`src/rtl/scl_rate_pkg.sv`:
```
package scl_rate_pkg;

  typedef enum logic {
    PH_LOW  = 1'b0,
    PH_HIGH = 1'b1
  } scl_phase_e;

  // Terminal count of the power-of-two stage: 2^(n+extra) - 1
  function automatic int unsigned pow_limit(int unsigned n, bit extra);
    return (32'd1 << (n + 32'(extra))) - 32'd1;
  endfunction

  // Clocks between ticks for a given M and N
  function automatic int unsigned tick_spacing(int unsigned m, int unsigned n, bit extra);
    return (m + 32'd1) * (pow_limit(n, extra) + 32'd1);
  endfunction

endpackage

```
`src/rtl/scl_pow2_stage.sv`:
```
module scl_pow2_stage #(
  parameter int N_W          = 3,
  parameter int DOUBLE_STAGE = 1,
  parameter int POW_W        = 8
) (
  input  logic             clk,
  input  logic             rst_n,
  input  logic             clear,
  input  logic [N_W-1:0]   n_sel,
  output logic             stage_done
);
  import scl_rate_pkg::*;

  logic [POW_W-1:0] cnt_q;
  logic [POW_W-1:0] limit;

  generate
    if (DOUBLE_STAGE != 0) begin : g_double
      assign limit = POW_W'(pow_limit(32'(n_sel), 1'b1));
    end else begin : g_single
      assign limit = POW_W'(pow_limit(32'(n_sel), 1'b0));
    end
  endgenerate

  assign stage_done = (cnt_q == limit);

  always_ff @(posedge clk or negedge rst_n) begin
    if (!rst_n)          cnt_q <= '0;
    else if (clear)      cnt_q <= '0;
    else if (stage_done) cnt_q <= '0;
    else                 cnt_q <= cnt_q + 1'b1;
  end
endmodule

```
`src/rtl/scl_lin_stage.sv`:
```
module scl_lin_stage #(
  parameter int M_W = 4
) (
  input  logic           clk,
  input  logic           rst_n,
  input  logic           clear,
  input  logic           step,
  input  logic [M_W-1:0] m_sel,
  output logic           stage_done
);
  logic [M_W-1:0] cnt_q;
  logic           at_last;

  assign at_last    = (cnt_q == m_sel);
  assign stage_done = step && at_last;

  always_ff @(posedge clk or negedge rst_n) begin
    if (!rst_n)      cnt_q <= '0;
    else if (clear)  cnt_q <= '0;
    else if (step)   cnt_q <= at_last ? '0 : cnt_q + 1'b1;
  end
endmodule

```
`src/rtl/scl_phase_seq.sv`:
```
module scl_phase_seq #(
  parameter int HALF_TICKS = 5
) (
  input  logic clk,
  input  logic rst_n,
  input  logic clear,
  input  logic tick,
  output logic scl_high,
  output logic period_end
);
  import scl_rate_pkg::*;

  localparam int PERIOD_TICKS = 2 * HALF_TICKS;
  localparam int SEQ_W        = $clog2(PERIOD_TICKS);
  localparam logic [SEQ_W-1:0] LAST = SEQ_W'(PERIOD_TICKS - 1);
  localparam logic [SEQ_W-1:0] HALF = SEQ_W'(HALF_TICKS);

  logic [SEQ_W-1:0] seq_q;
  scl_phase_e       phase;

  assign phase      = (seq_q >= HALF) ? PH_HIGH : PH_LOW;
  assign scl_high   = (phase == PH_HIGH);
  assign period_end = tick && (seq_q == LAST);

  always_ff @(posedge clk or negedge rst_n) begin
    if (!rst_n)     seq_q <= '0;
    else if (clear) seq_q <= '0;
    else if (tick)  seq_q <= (seq_q == LAST) ? '0 : seq_q + 1'b1;
  end
endmodule

```
`src/rtl/scl_rate_gen.sv`:
```
module scl_rate_gen #(
  parameter int                    M_W          = 4,
  parameter int                    N_W          = 3,
  parameter int                    DOUBLE_STAGE = 1,
  parameter int                    HALF_TICKS   = 5,
  parameter logic [M_W+N_W-1:0]    BAUD_RST     = 7'h44
) (
  input  logic               clk,
  input  logic               rst_n,
  input  logic               enable,
  input  logic               soft_rst,
  input  logic               baud_we,
  input  logic [M_W+N_W-1:0] baud_wdata,
  output logic               scl_tick,
  output logic               scl_high,
  output logic               period_end
);
  localparam int BAUD_W = M_W + N_W;
  localparam int POW_W  = (1 << N_W) - 1 + DOUBLE_STAGE;

  logic [BAUD_W-1:0] baud_buf_q;
  logic [BAUD_W-1:0] baud_act_q;
  logic [BAUD_W-1:0] baud_next;
  logic              hold_w;
  logic              pow_done_w;
  logic              lin_step_w;
  logic              lin_done_w;

  // Named internal events used by the checker
  assign hold_w     = !enable || soft_rst;
  assign baud_next  = baud_we ? baud_wdata : baud_buf_q;
  assign lin_step_w = !hold_w && pow_done_w;
  assign scl_tick   = lin_done_w;

  // Buffered rate word written by software
  always_ff @(posedge clk or negedge rst_n) begin
    if (!rst_n)        baud_buf_q <= BAUD_RST;
    else if (soft_rst) baud_buf_q <= BAUD_RST;
    else if (baud_we)  baud_buf_q <= baud_wdata;
  end

  // Rate word in use: follows the buffer while held, else only at a boundary
  always_ff @(posedge clk or negedge rst_n) begin
    if (!rst_n)                       baud_act_q <= BAUD_RST;
    else if (soft_rst)                baud_act_q <= BAUD_RST;
    else if (!enable || period_end)   baud_act_q <= baud_next;
  end

  scl_pow2_stage #(
    .N_W(N_W), .DOUBLE_STAGE(DOUBLE_STAGE), .POW_W(POW_W)
  ) u_pow (
    .clk(clk), .rst_n(rst_n), .clear(hold_w),
    .n_sel(baud_act_q[N_W-1:0]), .stage_done(pow_done_w)
  );

  scl_lin_stage #(.M_W(M_W)) u_lin (
    .clk(clk), .rst_n(rst_n), .clear(hold_w), .step(lin_step_w),
    .m_sel(baud_act_q[BAUD_W-1:N_W]), .stage_done(lin_done_w)
  );

  scl_phase_seq #(.HALF_TICKS(HALF_TICKS)) u_seq (
    .clk(clk), .rst_n(rst_n), .clear(hold_w), .tick(lin_done_w),
    .scl_high(scl_high), .period_end(period_end)
  );
endmodule

```
`config.mk`:
```
export PLATFORM = sky130hd
export DESIGN_NAME = scl_rate_gen
export DESIGN_NICKNAME = d
export VERILOG_FILES = /design/src/rtl/scl_rate_pkg.sv /design/src/rtl/scl_pow2_stage.sv /design/src/rtl/scl_lin_stage.sv /design/src/rtl/scl_phase_seq.sv /design/src/rtl/scl_rate_gen.sv
export SDC_FILE = /design/constraint.sdc
export NUM_CORES = 1
export LEC_CHECK = 0
export BUFFER_PORTS_ARGS = -buffer_cell sky130_fd_sc_hd__buf_2
export CORE_AREA = 2 2 60 62
export DETAILED_ROUTE_END_ITERATION = 8
export DIE_AREA = 0 0 62 64
export PLACE_DENSITY = 0.84
export SETUP_SLACK_MARGIN = 0.5
export SLEW_MARGIN = 20
export SYNTH_ARGS = -nofsm -noshare
export SYNTH_HDL_FRONTEND = slang
export SYNTH_SLANG_ARGS = --single-unit
```
`constraint.sdc`:
```
create_clock -name clk -period 8.5 [get_ports clk]
set_input_delay 1.275 -clock clk [delete_from_list [all_inputs] [get_ports clk]]
set_output_delay 1.275 -clock clk [all_outputs]
set_load 0.05 [all_outputs]
```
# --- After elaboration in Yosys (flattened, before gate mapping) ---
# Index checks and enable logic that the tools add are counted.
totals:
  register_bits: 30
  out_inout_bits: 3
op_classes:
  add_sub_neg: 5
  n_lt_le_gt_ge: 1
  eq_ne: 3
  shift: 1
  mux: 13
  n_reduce_logical: 10
ops:
  columns: ["operator", "count"]
  rows:
  - ["1-bit by 32-bit << shifter with 8-bit output, first input constant", 1]
  - ["7-bit 2-to-1 mux", 4]
  - ["4-bit 2-to-1 mux", 6]
  - ["8-bit 2-to-1 mux", 2]
  - ["4-bit by 1-bit adder with 4-bit output, second input constant", 2]
  - ["8-bit by 1-bit adder with 8-bit output, second input constant", 1]
  - ["8-bit equality test", 1]
  - ["8-bit by 1-bit subtractor with 8-bit output, second input constant", 1]
  - ["2-bit nonzero test", 3]
  - ["3-bit by 1-bit adder with 4-bit output, second input constant", 1]
  - ["4-bit equality test", 1]
  - ["4-bit equality test, second input constant", 1]
  - ["4-bit by 3-bit greater-or-equal comparator with 1-bit output, second input constant", 1]
  - ["1-bit logical AND", 3]
  - ["1-bit zero test", 2]
  - ["1-bit logical OR", 2]
  - ["1-bit 2-to-1 mux", 1]

# --- Longest topological paths before layout ---
depth:
  ltp_word: 10
  depth_mapped: 11

# --- By module ---
# A second synthesis with hierarchy kept.
hier_totals:
  hier_cells: 172
  hier_area_um2: 1776.7
modules_own_cells:
  columns: ["mod", "instances", "cells_per_inst", "area_per_inst_um2"]
  rows:
  - ["scl_pow2_stage", 1, 66, 635.6]
  - ["scl_rate_gen", 1, 48, 598.1]
  - ["scl_lin_stage", 1, 28, 279.0]
  - ["scl_phase_seq", 1, 30, 264.0]

# --- Worst setup path before layout ---
# No wires, ideal clock.
synth_timing:
  path_kind: "register to output"
  from: "register baud_act_q[1]"
  to: "output port period_end"
  arrival_time_ps: 3413
  t_required_ps: 7225
  path_slack_ps: 3812
  stages_incl_launch_ff: 12
  path_buffers: 3
  cell_sequence: "dfrtp_1 buf_6 or3_1 ha_1 buf_4 nand2b_1 o22a_1 o32ai_1 a21oi_1 clkbuf_1 or2_1 nor3_1"
synth_between:
  elab_chain_cells: 7
synth_lines:
  columns: ["item", "line", "source"]
  rows:
  - ["from (decl)", "scl_rate_gen.sv:22", "logic [BAUD_W-1:0] baud_act_q;"]
  - ["from (signal assigned)", "scl_rate_gen.sv:46", "else if (!enable || period_end) baud_act_q <= baud_next;"]
  - ["3-bit by 1-bit adder with 4-bit output", "scl_rate_pkg.sv:10", "return (32'd1 << (n + 32'(extra))) - 32'd1;"]
  - ["1-bit by 32-bit << shifter with 8-bit output", "scl_rate_pkg.sv:10", null]
  - ["8-bit by 1-bit subtractor with 8-bit output", "scl_rate_pkg.sv:10", null]
  - ["8-bit equality test", "scl_pow2_stage.sv:25", "assign stage_done = (cnt_q == limit);"]
  - ["1-bit logical AND", "scl_rate_gen.sv:32", "assign lin_step_w = !hold_w && pow_done_w;"]
  - ["1-bit logical AND", "scl_lin_stage.sv:15", "assign stage_done = step && at_last;"]
  - ["1-bit logical AND", "scl_phase_seq.sv:23", "assign period_end = tick && (seq_q == LAST);"]
  - ["to (decl)", "scl_rate_gen.sv:16", "output logic period_end"]
# No other way between the ends.

# --- Worst setup path in the final report ---
# Ends and elaborated chain as after synthesis.

==> results.py <==
metrics = {
    "die": {
        "start_util_pct": 54.2,
        "pin_count": 15,
        "die_w_um": 62,
        "die_height_um": 64,
        "core_area_um2": 3280,
        "rows": 21,
        "die-area_um2": 3970,
    },
    "synthesis": {
        "syn_area_per_cell_um2": 10.4,
        "syn_nets": 189,
        "syn-cell-area_um2": 1780,
        "synth_enable_flop_cells": 0,
        "yosysWarnings": 0,
        "synth-main-ff-cell": "dfrtp_1",
        "synth-async-reset-ratio_pct": 100,
        "synthTopCellsByArea": "dfrtp_1, dfstp_2, mux2_4",
        "synth_seq_area_share_pct": 42.5,
        "synth_area_leader_cell": "dfrtp_1",
        "ys_ff_latch": 30,
        "ys_types": 48,
        "synth_largest_type_area_fraction_pct": 36.6,
        "syn_inst": 171,
    },
    "route": {
        "first_pass_iters": 4,
        "drcViolationCount": 0,
        "viasPerCell": 5.86,
        "via_count": 1330,
        "drt_iter0_drc": 59,
        "wire_per_inst_um": 15.6,
        "totalWireLength_um": 3530,
        "ant_nets": 0,
    },
    "grt": {
        "grt_pass1_wl_um": 6030,
        "grt_max_degree": 31,
        "grt_pass1_vias": 1341,
        "grt_antenna_before_repair": 0,
        "grt_usage_pct": 20.5,
        "gr-total-overflow": 0,
    },
    "placement": {
        "hpwl_um": 2490,
        "placedCellCount": 219,
        "gp_congestion": 0.823,
        "io_buffer_count": 14,
        "placed_cell_area_um2": 1840,
    },
    "cts": {
        "cts_tree": "built",
        "cts_sinks": 30,
        "cts_resized": 0,
        "h-tree-depth": 2,
        "postCtsSetupBuffers": 0,
        "cts-root-buf": "clkbuf_4",
        "clk_pin_slew_worst_paths_ns": 0.10,
        "cts.path.max_buffers": 2,
        "worstSkewPairLatency_ns": 0.33,
        "cts_buffers": 5,
        "cts_hold_buf": 0,
    },
    "worst_setup_path": {
        "cp.required_ns": 7.22,
        "end_kind": "output pin",
        "crit_type": "register to output pin",
        "crit_path_max_fanout": 14,
        "cp.arrival_ns": 3.27,
        "start_kind": "register",
    },
    "sta": {
        "setup-violations-final": 0,
        "timing.fmax_mhz": 220,
        "period_share_pct": 53.5,
        "setup_tns_ns": 0,
        "finalCriticalPeriod_ns": 4.55,
        "worst_pin_slew_ns": 0.839,
        "clock_skew_ns": 0.00677,
        "finalMaxSlewViolations": 0,
        "slew_headroom_pct": 44.1,
        "grt_setup_unrepaired": "no",
        "final-hold-violation-count": 0,
    },
    "final_layout": {
        "final_cells": 227,
        "area_growth_pct": 9.63,
        "final_common_cell": "dfrtp_1",
        "layout-drive-gt1-share_pct": 20.4,
        "final_cell_area_um2": 1950,
        "n_antenna_cell": 0,
        "final_cell_mix": "dfrtp_1, nor2_1, buf_2",
        "final_nets": 198,
        "final_core_util_pct": 59.4,
    },
    "run_status": {
        "status": "completed",
    },
    "power": {
        "p_leak_nw": 0.832,
        "power_per_cell_area_nw_per_um2": 177,
        "peakVddDrop_mv": 0.0993,
    },
    "job": {
        "max_cap_violations": 0,
    },
    "worst_hold_path": {
        "worstHoldPathType": "register to register",
    },
}
-- layout make-up --
type                            instances  area, um^2
Fill cell                             283        1330
Multi-Input combinational cell        126         945
Sequential cell                        30         756
Timing Repair Buffer                   14        70.1
Clock inverter                          2        60.1
Tap cell                               46        57.6
Clock buffer                            6        51.3
Inverter                                3        11.3
-- path summary, 6_finish.rpt --
path | startpoint | depth (start not counted) | slack (ns) | to
worst max-delay path | baud_act_q[1] | 8 | 3.95 | period_end
worst min-delay path | u_pow.cnt_q[0] | 1 | 0.50 | u_pow.cnt_q[0]
worst max register to register | baud_act_q[1] | 7 | 4.98 | baud_act_q[4]
worst min register to register | u_pow.cnt_q[0] | 1 | 0.50 | u_pow.cnt_q[0]
max in group asynchronous | rst_n | 1 | 7.12 | u_seq.seq_q[2]
min in group asynchronous | rst_n | 1 | 0.96 | u_seq.seq_q[3]
-- power breakdown --
group | total, mW | internal (mW) | switching [mW]
Clock | 0.153 | 0.0996 | 0.0533
Combinational | 0.0375 | 0.0166 | 0.0209
Sequential | 0.155 | 0.149 | 0.00604
-- through the flow --
step | hold WS, ns | total power [mW] | setup slack [ns]
after floorplan | 0.455 | 0.186 | 3.81
after global placement | 0.480 | 0.193 | 4.47
after detailed placement | 0.489 | 0.195 | 4.34
after CTS | 0.506 | 0.347 | 3.94
after global routing | 0.522 | 0.358 | 3.69
final | 0.503 | 0.345 | 3.95
-- cells by family after synthesis --
kind of cell | Yosys count | share of synthesized area [%]
buffers and inverters | 15 | 4.43
adder cells (fa/ha/maj) | 6 | 4.22
flip-flops | 30 | 42.5
AND/OR/NAND/NOR | 59 | 18.2
multiplexers | 15 | 10.4
other | 1 | 0.211
AO/OA/AOI/OAI | 33 | 13.7
XOR/XNOR | 12 | 6.33
-- cell usage after synthesis (2+ instances only) --
cell type and number:
xnor2_1 7, inv_1 3, xor2_1 4, dfstp_2 4, a21oi_1 7, nand4_1 2
nand2b_1 3, nand3b_1 2, mux2_4 7, or3_1 3, mux2i_1 8, o211ai_1 4
clkbuf_1 6, nor2b_1 4, nand2_1 6, buf_2 3, o41ai_1 2, and2_1 2
buf_6 2, nor2_1 17, a211o_1 2, o21ai_1 3, nor3_1 3, o31ai_1 3
a21o_1 2, dfrtp_1 26, ha_1 6, nand3_1 9, o311ai_1 2
-- metal layers --
layer,vias to the layer above,part of all wire [%],track usage (%)
li1,635,-,-
met2,26,51,34.0
met5,-,0,0
met1,664,44,25.4
met4,0,1.4,6.91
met3,5,3.8,5.06
-- worst max-delay path: stages (launching register included) --
cell and delay (ns):
dfrtp_1 0.56, or3_1 0.43, ha_1 0.31, a221oi_1 0.37
a21oi_1 0.08, a21oi_1 0.69, or2_1 0.22, nor3_1 0.05
buf_2 0.22
-- state kept, by name, summed over array words and instances, names as in the netlist --
| name | cells |
|---|---|
| u_seq.seq_q | 4 |
| baud_buf_q | 7 |
| u_pow.cnt_q | 8 |
| u_lin.cnt_q | 4 |
| baud_act_q | 7 |
(Power assumes the default switching activity.)
